[src/rtl/rt_tick_timer_pkg.sv]
package rt_tick_timer_pkg;

  localparam int DATA_W = 32;
  localparam int PRE_W  = 16;

  // register select from address bits 3:2
  localparam logic [1:0] SEL_MODE   = 2'd0;
  localparam logic [1:0] SEL_ALARM  = 2'd1;
  localparam logic [1:0] SEL_VALUE  = 2'd2;
  localparam logic [1:0] SEL_STATUS = 2'd3;

  // mode register bit positions
  localparam int BIT_ALM_IEN = 16;
  localparam int BIT_INC_IEN = 17;
  localparam int BIT_RESTART = 18;

  // status flag positions
  localparam int NUM_FLAGS = 2;
  localparam int ST_ALM    = 0;
  localparam int ST_INC    = 1;

  typedef struct packed {
    logic restart;
    logic clrStatus;
  } ctlStrobe_t;

  typedef struct packed {
    logic inc;
    logic alarm;
  } cntEvent_t;

endpackage

[src/rtl/rt_tick_datapath.sv]
module rt_tick_datapath
  import rt_tick_timer_pkg::*;
#(
  parameter int CNT_W    = 32,
  parameter int DIV_W    = 16,
  parameter int FULL_DIV = 32768
) (
  input  logic             clk,
  input  logic             rstN,
  input  logic             refTick,
  input  ctlStrobe_t       strobe,
  input  logic [DIV_W-1:0] modeDiv,
  input  logic [CNT_W-1:0] alarmVal,
  output logic [CNT_W-1:0] valueCnt,
  output cntEvent_t        evt
);

  localparam int EXT_W = DIV_W + 1;

  logic [DIV_W-1:0] preCnt;
  logic [EXT_W-1:0] preNext;
  logic [EXT_W-1:0] divEff;
  logic             preWrap;
  logic             advance;
  logic             alarmArmed;

  // zero divide field selects the full-second divide
  assign divEff  = (modeDiv == '0) ? EXT_W'(FULL_DIV) : {1'b0, modeDiv};
  assign preNext = {1'b0, preCnt} + EXT_W'(1);
  // >= keeps the count bounded when the divisor shrinks mid-period
  assign preWrap = (preNext >= divEff);
  assign advance = refTick && preWrap && !strobe.restart;

  assign alarmArmed = (alarmVal != '1);
  assign evt.inc    = advance;
  assign evt.alarm  = advance && alarmArmed && (valueCnt == alarmVal);

  always_ff @(posedge clk or negedge rstN) begin
    if (!rstN) begin
      preCnt   <= '0;
      valueCnt <= '0;
    end else if (strobe.restart) begin
      preCnt   <= '0;
      valueCnt <= '0;
    end else if (refTick) begin
      if (preWrap) begin
        preCnt   <= '0;
        valueCnt <= valueCnt + CNT_W'(1);
      end else begin
        preCnt <= preCnt + DIV_W'(1);
      end
    end
  end

endmodule

[src/rtl/rt_tick_ctrl.sv]
module rt_tick_ctrl
  import rt_tick_timer_pkg::*;
#(
  parameter int ADDR_W    = 12,
  parameter int CNT_W     = 32,
  parameter int DIV_W     = 16,
  parameter int RESET_DIV = 32768
) (
  input  logic                 clk,
  input  logic                 rstN,
  input  logic [ADDR_W-1:0]    busAddr,
  input  logic                 busWrEn,
  input  logic [CNT_W-1:0]     busWrData,
  input  logic                 busRdEn,
  output logic [CNT_W-1:0]     busRdData,
  output logic                 irqOut,
  input  cntEvent_t            evt,
  input  logic [CNT_W-1:0]     valueCnt,
  output ctlStrobe_t           strobe,
  output logic [DIV_W-1:0]     modeDiv,
  output logic [CNT_W-1:0]     alarmVal,
  output logic [NUM_FLAGS-1:0] flagVec
);

  logic [1:0]           regSel;
  logic                 wrMode;
  logic                 wrAlarm;
  logic                 almIen;
  logic                 incIen;
  logic [NUM_FLAGS-1:0] evtVec;
  logic [NUM_FLAGS-1:0] ienVec;
  logic [CNT_W-1:0]     modeRead;
  logic [CNT_W-1:0]     statusRead;
  logic                 unusedAddr;

  assign regSel     = busAddr[3:2];
  assign unusedAddr = ^{busAddr[ADDR_W-1:4], busAddr[1:0]};

  assign wrMode           = busWrEn && (regSel == SEL_MODE);
  assign wrAlarm          = busWrEn && (regSel == SEL_ALARM);
  assign strobe.restart   = wrMode && busWrData[BIT_RESTART];
  assign strobe.clrStatus = busRdEn && (regSel == SEL_STATUS);

  always_ff @(posedge clk or negedge rstN) begin
    if (!rstN) begin
      modeDiv <= DIV_W'(RESET_DIV);
      almIen  <= 1'b0;
      incIen  <= 1'b0;
    end else if (wrMode) begin
      modeDiv <= busWrData[DIV_W-1:0];
      almIen  <= busWrData[BIT_ALM_IEN];
      incIen  <= busWrData[BIT_INC_IEN];
    end
  end

  always_ff @(posedge clk or negedge rstN) begin
    if (!rstN) begin
      alarmVal <= '1;
    end else if (wrAlarm) begin
      alarmVal <= busWrData;
    end
  end

  assign evtVec[ST_ALM] = evt.alarm;
  assign evtVec[ST_INC] = evt.inc;
  assign ienVec[ST_ALM] = almIen;
  assign ienVec[ST_INC] = incIen;

  // a new event outranks the read-clear
  always_ff @(posedge clk or negedge rstN) begin
    if (!rstN) begin
      flagVec <= '0;
    end else begin
      for (int i = 0; i < NUM_FLAGS; i++) begin
        if (evtVec[i]) begin
          flagVec[i] <= 1'b1;
        end else if (strobe.clrStatus) begin
          flagVec[i] <= 1'b0;
        end
      end
    end
  end

  assign irqOut = |(flagVec & ienVec);

  always_comb begin
    modeRead                = '0;
    modeRead[DIV_W-1:0]     = modeDiv;
    modeRead[BIT_ALM_IEN]   = almIen;
    modeRead[BIT_INC_IEN]   = incIen;
    statusRead              = '0;
    statusRead[NUM_FLAGS-1:0] = flagVec;
  end

  always_comb begin
    unique case (regSel)
      SEL_MODE:   busRdData = modeRead;
      SEL_ALARM:  busRdData = alarmVal;
      SEL_VALUE:  busRdData = valueCnt;
      default:    busRdData = statusRead;
    endcase
  end

endmodule

[src/rtl/rt_tick_timer.sv]
module rt_tick_timer
  import rt_tick_timer_pkg::*;
#(
  parameter int ADDR_W    = 12,
  parameter int RESET_DIV = 32768,
  parameter int FULL_DIV  = 32768
) (
  input  logic              clk,
  input  logic              rstN,
  input  logic              refTick,
  input  logic [ADDR_W-1:0] busAddr,
  input  logic              busWrEn,
  input  logic [DATA_W-1:0] busWrData,
  input  logic              busRdEn,
  output logic [DATA_W-1:0] busRdData,
  output logic              irqOut
);

  ctlStrobe_t           strobe;
  cntEvent_t            evt;
  logic [PRE_W-1:0]     modeDiv;
  logic [DATA_W-1:0]    alarmVal;
  logic [DATA_W-1:0]    valueCnt;
  logic [NUM_FLAGS-1:0] flagVec;

  rt_tick_ctrl #(
    .ADDR_W   (ADDR_W),
    .CNT_W    (DATA_W),
    .DIV_W    (PRE_W),
    .RESET_DIV(RESET_DIV)
  ) ctrl (
    .clk      (clk),
    .rstN     (rstN),
    .busAddr  (busAddr),
    .busWrEn  (busWrEn),
    .busWrData(busWrData),
    .busRdEn  (busRdEn),
    .busRdData(busRdData),
    .irqOut   (irqOut),
    .evt      (evt),
    .valueCnt (valueCnt),
    .strobe   (strobe),
    .modeDiv  (modeDiv),
    .alarmVal (alarmVal),
    .flagVec  (flagVec)
  );

  rt_tick_datapath #(
    .CNT_W   (DATA_W),
    .DIV_W   (PRE_W),
    .FULL_DIV(FULL_DIV)
  ) dpath (
    .clk     (clk),
    .rstN    (rstN),
    .refTick (refTick),
    .strobe  (strobe),
    .modeDiv (modeDiv),
    .alarmVal(alarmVal),
    .valueCnt(valueCnt),
    .evt     (evt)
  );

endmodule

[config.mk]
export PLATFORM = sky130hd
export DESIGN_NAME = rt_tick_timer
export DESIGN_NICKNAME = d
export VERILOG_FILES = /design/src/rtl/rt_tick_timer_pkg.sv /design/src/rtl/rt_tick_datapath.sv /design/src/rtl/rt_tick_ctrl.sv /design/src/rtl/rt_tick_timer.sv
export SDC_FILE = /design/constraint.sdc
export NUM_CORES = 1
export LEC_CHECK = 0
export BUFFER_PORTS_ARGS = -buffer_cell sky130_fd_sc_hd__buf_2
export CAP_MARGIN = 20
export CORE_MARGIN = 2
export CORE_UTILIZATION = 59
export DETAILED_ROUTE_END_ITERATION = 8
export PLACE_DENSITY = 0.9
export RECOVER_POWER = 50
export SYNTH_ARGS = -nofsm -noshare
export SYNTH_HDL_FRONTEND = slang
export SYNTH_SLANG_ARGS = --single-unit
[constraint.sdc]
create_clock -name clk -period 4.5 [get_ports clk]
set_input_delay 0.675 -clock clk [delete_from_list [all_inputs] [get_ports clk]]
set_output_delay 0.675 -clock clk [all_outputs]
set_load 0.01 [all_outputs]
# After elaboration in Yosys (flattened, before gate mapping)

Index checks and enable logic that the tools add are counted.

Register bits after elaboration: 100
Bits of input ports: 49
Output and inout port bits: 33
Logic and storage cells: 46

$add $sub $neg: 3
$lt $le $gt $ge: 1
Eq/ne operators: 5
Bitwise operators: 1
Multiplexer cells: 11
Reductions and logical operators: 17

Operators by type and width:

| cell                    | count |
|---|---|
| $mux W32                | 3 |
| $pmux W32 S3            | 1 |
| $mux W16                | 4 |
| $add A32 B1 Y32 const B | 1 |
| $eq A32 B32 Y1          | 1 |
| $ne A32 B32 Y1 const B  | 1 |
| $add A16 B1 Y17 const B | 1 |
| $ge A17 B17 Y1          | 1 |
| $add A16 B1 Y16 const B | 1 |
| $logic_not A16 Y1       | 1 |
| $logic_and A1 B1 Y1     | 8 |
| $reduce_bool A2 Y1      | 4 |
| $eq A2 B2 Y1 const B    | 2 |
| $mux W1                 | 3 |
| $and A2 B2 Y2           | 1 |
| $eq A2 B1 Y1 const B    | 1 |
| $logic_not A2 Y1        | 1 |
| $reduce_and A2 Y1       | 1 |
| $reduce_or A2 Y1        | 1 |
| $logic_not A1 Y1        | 1 |

# Depth between registers and ports, before layout

Gate-level depths: netlist of run 1.

Depth after elaboration: 8
Depth in mapped cells: 14
Mapped depth without buffers: 12

# Hierarchy

Synthesis of run 1 repeated with hierarchy kept, for this count alone.

Cells, all modules: 610
Area total of the unflattened synthesis: 6284.8 µm²

Modules (own cells, without submodules):

| module           | sequential area each (µm²) | instances | area an instance (µm²) | cells each |
|---|---|---|---|---|
| rt_tick_datapath | 1201.2                     | 1         | 3699.8                 | 437 |
| rt_tick_ctrl     | 1342.5                     | 1         | 2585.0                 | 173 |

# Least setup slack after synthesis of run 1

Ideal clock, no wire load.

Kind: flip-flop to flip-flop
From: register dpath.preCnt[0]
To: register dpath.valueCnt[12]
Library setup time: 0.078 ns
Setup slack: 1.303 ns
Arrival time: 3.119 ns
Stages on the path, launching flop included: 13
Clock period less this slack: 3.197 ns
Path buffers: 0
Data required time: 4.422 ns
Cell sequence: dfrtp_1 > ha_1 > and4_4 > and4_4 > and4_1 > xor2_1 > ha_1 > nand3_1 > nor3_2 > o311a_1 > o31ai_4 > or4_1 > a21oi_1

Cells in the longest elaborated chain, start to end: 4

Ends and longest elaborated chain:

| what                         | RTL line               | RTL |
|---|---|---|
| start: declaration           | rt_tick_datapath.sv:20 | `logic [DIV_W-1:0] preCnt;` |
| start signal: assignment     | rt_tick_datapath.sv:50 | `preCnt <= preCnt + DIV_W'(1);` |
| $add A16 B1 Y17              | rt_tick_datapath.sv:29 | `assign preNext = {1'b0, preCnt} + EXT_W'(1);` |
| $ge A17 B17 Y1               | rt_tick_datapath.sv:31 | `assign preWrap = (preNext >= divEff);` |
| $reduce_bool A2 Y1 (no line) | n/a                    |  |
| $reduce_and A2 Y1 (no line)  | n/a                    |  |
| end signal: assignment       | rt_tick_datapath.sv:48 | `valueCnt <= valueCnt + CNT_W'(1);` |
| end: declaration             | rt_tick_datapath.sv:14 | `output logic [CNT_W-1:0] valueCnt,` |

Every way passes these cells.
A chain may end at the register's enable or synchronous reset.

# Worst setup path after layout of run 1

From: register dpath.preCnt[0]
To: register dpath.preCnt[11]

Cells in the longest elaborated chain, start to end: 5
Elaborated cells on any way between the ends: 6
Classes of those cells: add/sub (2); order compare (1); mux (3)

Ends and longest elaborated chain:

| what            | RTL line               | RTL |
|---|---|---|
| $add A16 B1 Y17 | rt_tick_datapath.sv:29 |  |
| $ge A17 B17 Y1  | rt_tick_datapath.sv:31 |  |
| $mux W16 (*)    | rt_tick_datapath.sv:46 | `if (preWrap) begin` |
| $mux W16 (*)    | rt_tick_datapath.sv:45 | `end else if (refTick) begin` |
| $mux W16 (*)    | rt_tick_datapath.sv:42 | `end else if (strobe.restart) begin` |

Every way passes the cells marked *; elsewhere a longest branch is shown, timed or not. The select of a mux whose other input is x is not followed.

==> key figures, run 1 <==
Status
  – Status: finished, violations left
  – Failing checks: capacitance limit, slew limit

Synthesis
  – Synth Warn #: 0
  – Syn_nets: 711
  – Mapped Area: 6255 sq um
  – Area leader, netlist: dfrtp_1
  – Synth top area cells: dfrtp_1, dfstp_2, mux2_2
  – Number of synthesized flops with an enable pin: 0
  – Register area share after synthesis: 0.4067
  – Yosys top cell area share: 0.2681
  – Synth async-reset ratio: 1.000
  – Syn_area_per_cell: 9.712 sq um
  – Synthesized netlist cell count: 644
  – Yosys reg bits: 100
  – Dominant synthesized flop cell: dfrtp_1
  – Synth cell types: 51

Routing
  – DRT iter0 DRCs: 522
  – Antenna-violating nets left: 0
  – Via-to-Cell Ratio: 6.519
  – Pre-antenna DRT Iters: 5
  – Vias: 5443
  – Drt total wl: 17.14 mm
  – Wire length per cell: 20.53 um
  – Drc violations: 0

Finish
  – Final Cell Area: 6859 sq um
  – Commonest non-fill, non-tap cell in the layout: buf_2
  – Most frequent cells in the layout: buf_2, dfrtp_1, nand2_1
  – Finished Layout Cells: 835
  – ANT cells: 0
  – Share of layout cells above drive strength 1: 0.2475
  – Fin util: 0.6644
  – Nets: 761
  – Layout area overhead: 9.662%

Timing
  – Final slew viol count: 117
  – Max Clk Rate: 241.6 MHz
  – Worst slew pin tran: 3122 ps
  – Tmin final: 4139 ps
  – Hold Slack: 498.4 ps
  – Final setup viols: 0
  – Setup TNS: 0 ps
  – Post-Route Skew: 17.39 ps
  – RSZ-0062 raised after global routing: no
  – Final period utilization: 0.9197
  – PnR worst setup slack: 361.2 ps
  – Endpoints failing hold: 0
  – Rel. slew slack: -1.081

Die
  – Die W: 107.0 um
  – I/O pin count: 82
  – Placement Rows: 37
  – Die H: 107.0 um
  – Initial Utilization: 0.6059
  – Die Footprint: 11440 sq um
  – Total core area: 10320 sq um

Placed design
  – Placed cell count: 819
  – Minimum setup slack after placement: 478.7 ps
  – Port Buffers: 71
  – Placed Instance Area: 6671 sq um
  – HPWL Detailed: 12.61 mm
  – GP Congestion: 0.9391

Worst setup path
  – Crit-path leading delay family: simple AND/OR/NAND/NOR gates
  – Crit end category: register
  – Worst stage delay on the critical path: 800 ps
  – Buf/Inv on CP: 1
  – Worst-path cell chain: ha_1 -> and4_4 -> and4_4 -> and4_1 -> xor2_1 -> ha_1 -> a21o_1 -> a21oi_1 -> o21ai_1 -> nor3_2 -> buf_4 -> nand4b_1 -> a31oi_1
  – Launch point of the worst path: dpath.preCnt[0]
  – Crit path DAT: 4450 ps
  – Slowest stage cell, crit path: nor3_2
  – Critical path startpoint category: register
  – Critical path class: reg2reg
  – CP required: 4810 ps
  – R2r startpoint: dpath.preCnt[0]
  – Crit path max fanout: 16

CTS
  – Root buffer cell: clkbuf_8
  – Post-CTS Resized: 0
  – Skew-Pair Late Insertion Delay: 390 ps
  – Number of H-tree levels: 3
  – Post-CTS Hold Buffers: 0
  – CTS tree: yes
  – CTS sink count: 100
  – Clock transition at path regs: 110 ps
  – CTS buffer count: 9
  – Setup Fix Bufs, Post-CTS: 0
  – CTS max path bufs: 2

Run
  – MaxCap Viol Count: 3

Global routing
  – Vias in the first global route: 5422
  – Total gr overflow: 0
  – Largest net degree at the start of global routing: 60
  – Initial antenna violation count: 0
  – Total GRT Usage: 0.3128
  – First-pass GRT wire length: 27.88 mm

Power
  – Overall power: 2.409 mW
  – Leakage: 3.007 nW
  – Seq pwr share: 0.520
  – Switch share: 0.3580
  – PD cells: 351.2 nW/um^2
  – Sw Pwr: 862.2 uW
  – Pint: 1.547 mW
  – Gate power share: 0.237
  – Peak supply drop: 0.3114 mV
  – Clock share of power: 0.244

Min path
  – Hold Path Class: in2reg
  – Hold Startpoint: busWrData[1]
[Yosys cell counts, types with 5 or more instances]
| master | count |
|---|---|
| and4_1 | 6 |
| xor2_1 | 23 |
| nor4_1 | 14 |
| buf_4 | 6 |
| and2_1 | 5 |
| a21oi_1 | 37 |
| nand4b_1 | 8 |
| o31ai_1 | 9 |
| nand3b_1 | 7 |
| o21ai_0 | 42 |
| a22o_1 | 15 |
| and3_1 | 6 |
| mux2_2 | 36 |
| nand3_1 | 29 |
| dfstp_2 | 33 |
| nor2_1 | 10 |
| dfrtp_1 | 67 |
| buf_2 | 5 |
| nor3_1 | 5 |
| nand4_1 | 23 |
| mux2i_1 | 29 |
| or4_1 | 7 |
| clkbuf_1 | 25 |
| nand2_1 | 66 |
| nand2b_1 | 27 |
| or3_1 | 7 |
| ha_1 | 18 |
| inv_1 | 19 |
| xnor2_1 | 26 |
[power by group through the flow]
| stage | Combinational [mW] | Clock [mW] | Sequential, mW |
|---|---|---|---|
| 3_3_place_gp | 0.523 | 0 | 1.25 |
| 2_1_floorplan | 0.417 | 0 | 1.17 |
| 3_5_place_dp | 0.563 | 0 | 1.26 |
| 5_1_grt | 0.628 | 0.621 | 1.27 |
| 4_1_cts | 0.567 | 0.595 | 1.24 |
| 6_report | 0.570 | 0.587 | 1.25 |
[sequential cells by signal (all words and copies together), names as in the netlist]
signal	count
ctrl.alarmVal	32
dpath.valueCnt	32
ctrl.modeDiv	16
ctrl.flagVec	2
dpath.preCnt	16
ctrl.incIen	1
ctrl.almIen	1
[worst reg2reg max path, cell delays in order (launching register included)]
cell and delay, ps:
dfrtp_1 460, ha_1 290, and4_4 280, and4_4 250, and4_1 220, xor2_1 220, ha_1 290, a21o_1 190
a21oi_1 160, o21ai_1 240, nor3_2 800, buf_4 360, nand4b_1 120, a31oi_1 200
[cells by family after synthesis]
family,synth area share
AO/OA/AOI/OAI,0.1204
AND/OR/NAND/NOR,0.2096
buffers and inverters,0.04021
XOR/XNOR,0.06861
flip-flops,0.4067
adder cells (fa/ha/maj),0.03601
multiplexers,0.1184
[final cells by class]
cell class | count | area [sq um]
Multi-Input combinational cell | 485 | 3468
Fill cell | 823 | 3465
Sequential cell | 100 | 2544
Timing Repair Buffer | 79 | 402.9
Tap cell | 136 | 170.2
Clock buffer | 9 | 123.9
Clock inverter | 7 | 78.83
Inverter | 19 | 71.32
[final timing paths]
check / to / slack [ps] / cells past startpoint
max: dpath.preCnt[11] / 360 / 13
min: ctrl.modeDiv[1] / 500 / 3
max reg2reg: dpath.preCnt[11] / 360 / 13
min reg2reg: ctrl.flagVec[0] / 560 / 2
max in group asynchronous: dpath.valueCnt[17] / 880 / 2
min in group asynchronous: dpath.valueCnt[22] / 1300 / 1
[routing by layer]
metal	track usage	vias up	part of all wire
li1	-	2441	-
met1	0.4007	2699	0.39
met2	0.5218	254	0.50
met3	0.07234	49	0.079
met4	0.1095	0	0.030
met5	0	-	0
Power figures use the tool's default switching activity.
==> run 2, diff against run 1 <==
Settings changed: CAP_MARGIN 20 to unset, SLEW_MARGIN set to 10.
Clock period 4.5 ns to 4.4 ns, I/O delays scaled along.
==> run 2 against run 1 <==
- core utilization about the same
- hold slack worse by 20 ps
- cell count unchanged
- total power increased by 1.8%
- the run still ends with capacitance limit, slew limit left
- setup slack improved by 100 ps
- critical path type unchanged
- die area stayed put
==> key figures, run 2 (same netlist as run 1, synthesis figures left out) <==
Die
  – I/O pin count: 82
  – Total core area: 10320 sq um
  – Placement Rows: 37
  – Die Footprint: 11440 sq um
  – Die W: 107.0 um
  – Die H: 107.0 um
  – Initial Utilization: 0.6059

Power
  – Clock share of power: 0.246
  – PD cells: 357.9 nW/um^2
  – Pint: 1.581 mW
  – Leakage: 3.007 nW
  – Switch share: 0.3555
  – Gate power share: 0.234
  – Peak supply drop: 0.3118 mV
  – Seq pwr share: 0.519
  – Overall power: 2.453 mW
  – Sw Pwr: 871.9 uW

Finish
  – Nets: 761
  – Finished Layout Cells: 835
  – Commonest non-fill, non-tap cell in the layout: buf_2
  – Multi-input logic area: 3468 sq um
  – Layout area overhead: 9.582%
  – ANT cells: 0
  – Share of layout cells above drive strength 1: 0.2475
  – Registers with the most flip-flops: ctrl.alarmVal (32), dpath.valueCnt (32)
  – Reg area: 2544 sq um
  – Most frequent cells in the layout: buf_2, dfrtp_1, nand2_1
  – Filler cells: 797

Global routing
  – Total GRT Usage: 0.3021
  – First-pass GRT wire length: 26.94 mm
  – Largest net degree at the start of global routing: 56
  – Vias in the first global route: 5147
  – Initial antenna violation count: 0
  – Total gr overflow: 0

Timing
  – Rel. slew slack: -1.058
  – Tmin final: 3938 ps
  – Hold Slack: 478.6 ps
  – Final period utilization: 0.8949
  – Worst slew pin tran: 3087 ps
  – RSZ-0062 raised after global routing: no
  – Endpoints failing hold: 0
  – Setup TNS: 0 ps
  – Post-Route Skew: 16.97 ps
  – Max Clk Rate: 254.0 MHz
  – Final slew viol count: 113
  – Final setup viols: 0

Worst setup path
  – Critical path startpoint category: register
  – Crit path DAT: 4250 ps
  – Critical path class: reg2reg
  – CP required: 4720 ps
  – Crit path max fanout: 16
  – Crit end category: register

CTS
  – CTS tree: yes
  – Post-CTS Resized: 0
  – Root buffer cell: clkbuf_8
  – Clock transition at path regs: 110 ps
  – Setup Fix Bufs, Post-CTS: 0
  – CTS buffer count: 9
  – CTS max path bufs: 2
  – Number of H-tree levels: 3
  – Post-CTS Hold Buffers: 0
  – Skew-Pair Late Insertion Delay: 390 ps
  – CTS sink count: 100

Placed design
  – GP Congestion: 0.9370
  – Placed cell count: 819
  – Port Buffers: 71
  – HPWL Detailed: 12.14 mm

Routing
  – Antenna-violating nets left: 0
  – DRT iter0 DRCs: 509
  – Drt total wl: 16.70 mm
  – Pre-antenna DRT Iters: 5
  – Drc violations: 0
  – Vias: 5335
  – Via-to-Cell Ratio: 6.389
  – Wire length per cell: 20.00 um

Min path
  – Hold Path Class: in2reg

Run
  – MaxCap Viol Count: 3

Status
  – Failing checks: capacitance limit, slew limit
  – Status: finished, violations left
==> run 2: cell types whose count changed in the layout (fill, tap and decap cells not counted), sizes merged <==
cell,before,now
clkinv,4,1
inv,22,25
==> run 2: cell type report <==
type,instances,share of cell area
Inverter,19,0.01041
Clock inverter,7,0.01077
Sequential cell,100,0.3711
Timing Repair Buffer,79,0.05878
Tap cell,136,0.02483
Multi-Input combinational cell,485,0.5060
Clock buffer,9,0.01807
==> run 2: routing by layer <==
layer / track usage / up-vias / share of wire
met1: 0.3984 / 2629 / 0.41
met4: 0.1113 / 0 / 0.028
met2: 0.4941 / 229 / 0.49
met5: 0 / - / 0
met3: 0.06201 / 42 / 0.068
li1: - / 2435 / -
==> run 2: power groups by stage <==
| stage | clock network, mW | registers, mW | logic (mW) |
|---|---|---|---|
| 3_3_place_gp | 0 | 1.28 | 0.536 |
| 2_1_floorplan | 0 | 1.20 | 0.427 |
| 3_5_place_dp | 0 | 1.28 | 0.569 |
| 6_report | 0.604 | 1.27 | 0.575 |
| 4_1_cts | 0.612 | 1.27 | 0.574 |
| 5_1_grt | 0.644 | 1.29 | 0.640 |
==> run 2: final timing paths <==
kind                                 start            endpoint  slack, ps  cells past startpoint
hold / removal                busWrData[1]     ctrl.modeDiv[1]        480                      3
min in group asynchronous             rstN  dpath.valueCnt[19]       1280                      1
setup reg to reg           dpath.preCnt[0]    dpath.preCnt[11]        460                     13
max in group asynchronous             rstN  dpath.valueCnt[15]        720                      2
hold reg to reg            ctrl.flagVec[1]     ctrl.flagVec[1]        550                      2
setup / recovery           dpath.preCnt[0]    dpath.preCnt[11]        460                     13
==> run 2: through the flow <==
stage / setup WS (ps) / utilization / area, sq um
finish: 462.5 / 0.6639 / 6854
global route: 124.3 / 0.6639 / 6854
CTS: 512.8 / 0.6654 / 6869
detailed placement: 503.3 / 0.6462 / 6671
global placement: 632.3 / 0.6462 / 6671
floorplan: 1203 / - / 6255
==> run 2: worst max-delay path: stages (launching register included) <==
cell and delay, ps:
dfrtp_1 450, ha_1 260, and4_4 280, and4_4 250, and4_1 220, xor2_1 210, ha_1 280, a21o_1 180
a21oi_1 120, o21ai_1 210, nor3_2 740, buf_4 340, nand4b_1 120, a31oi_1 190
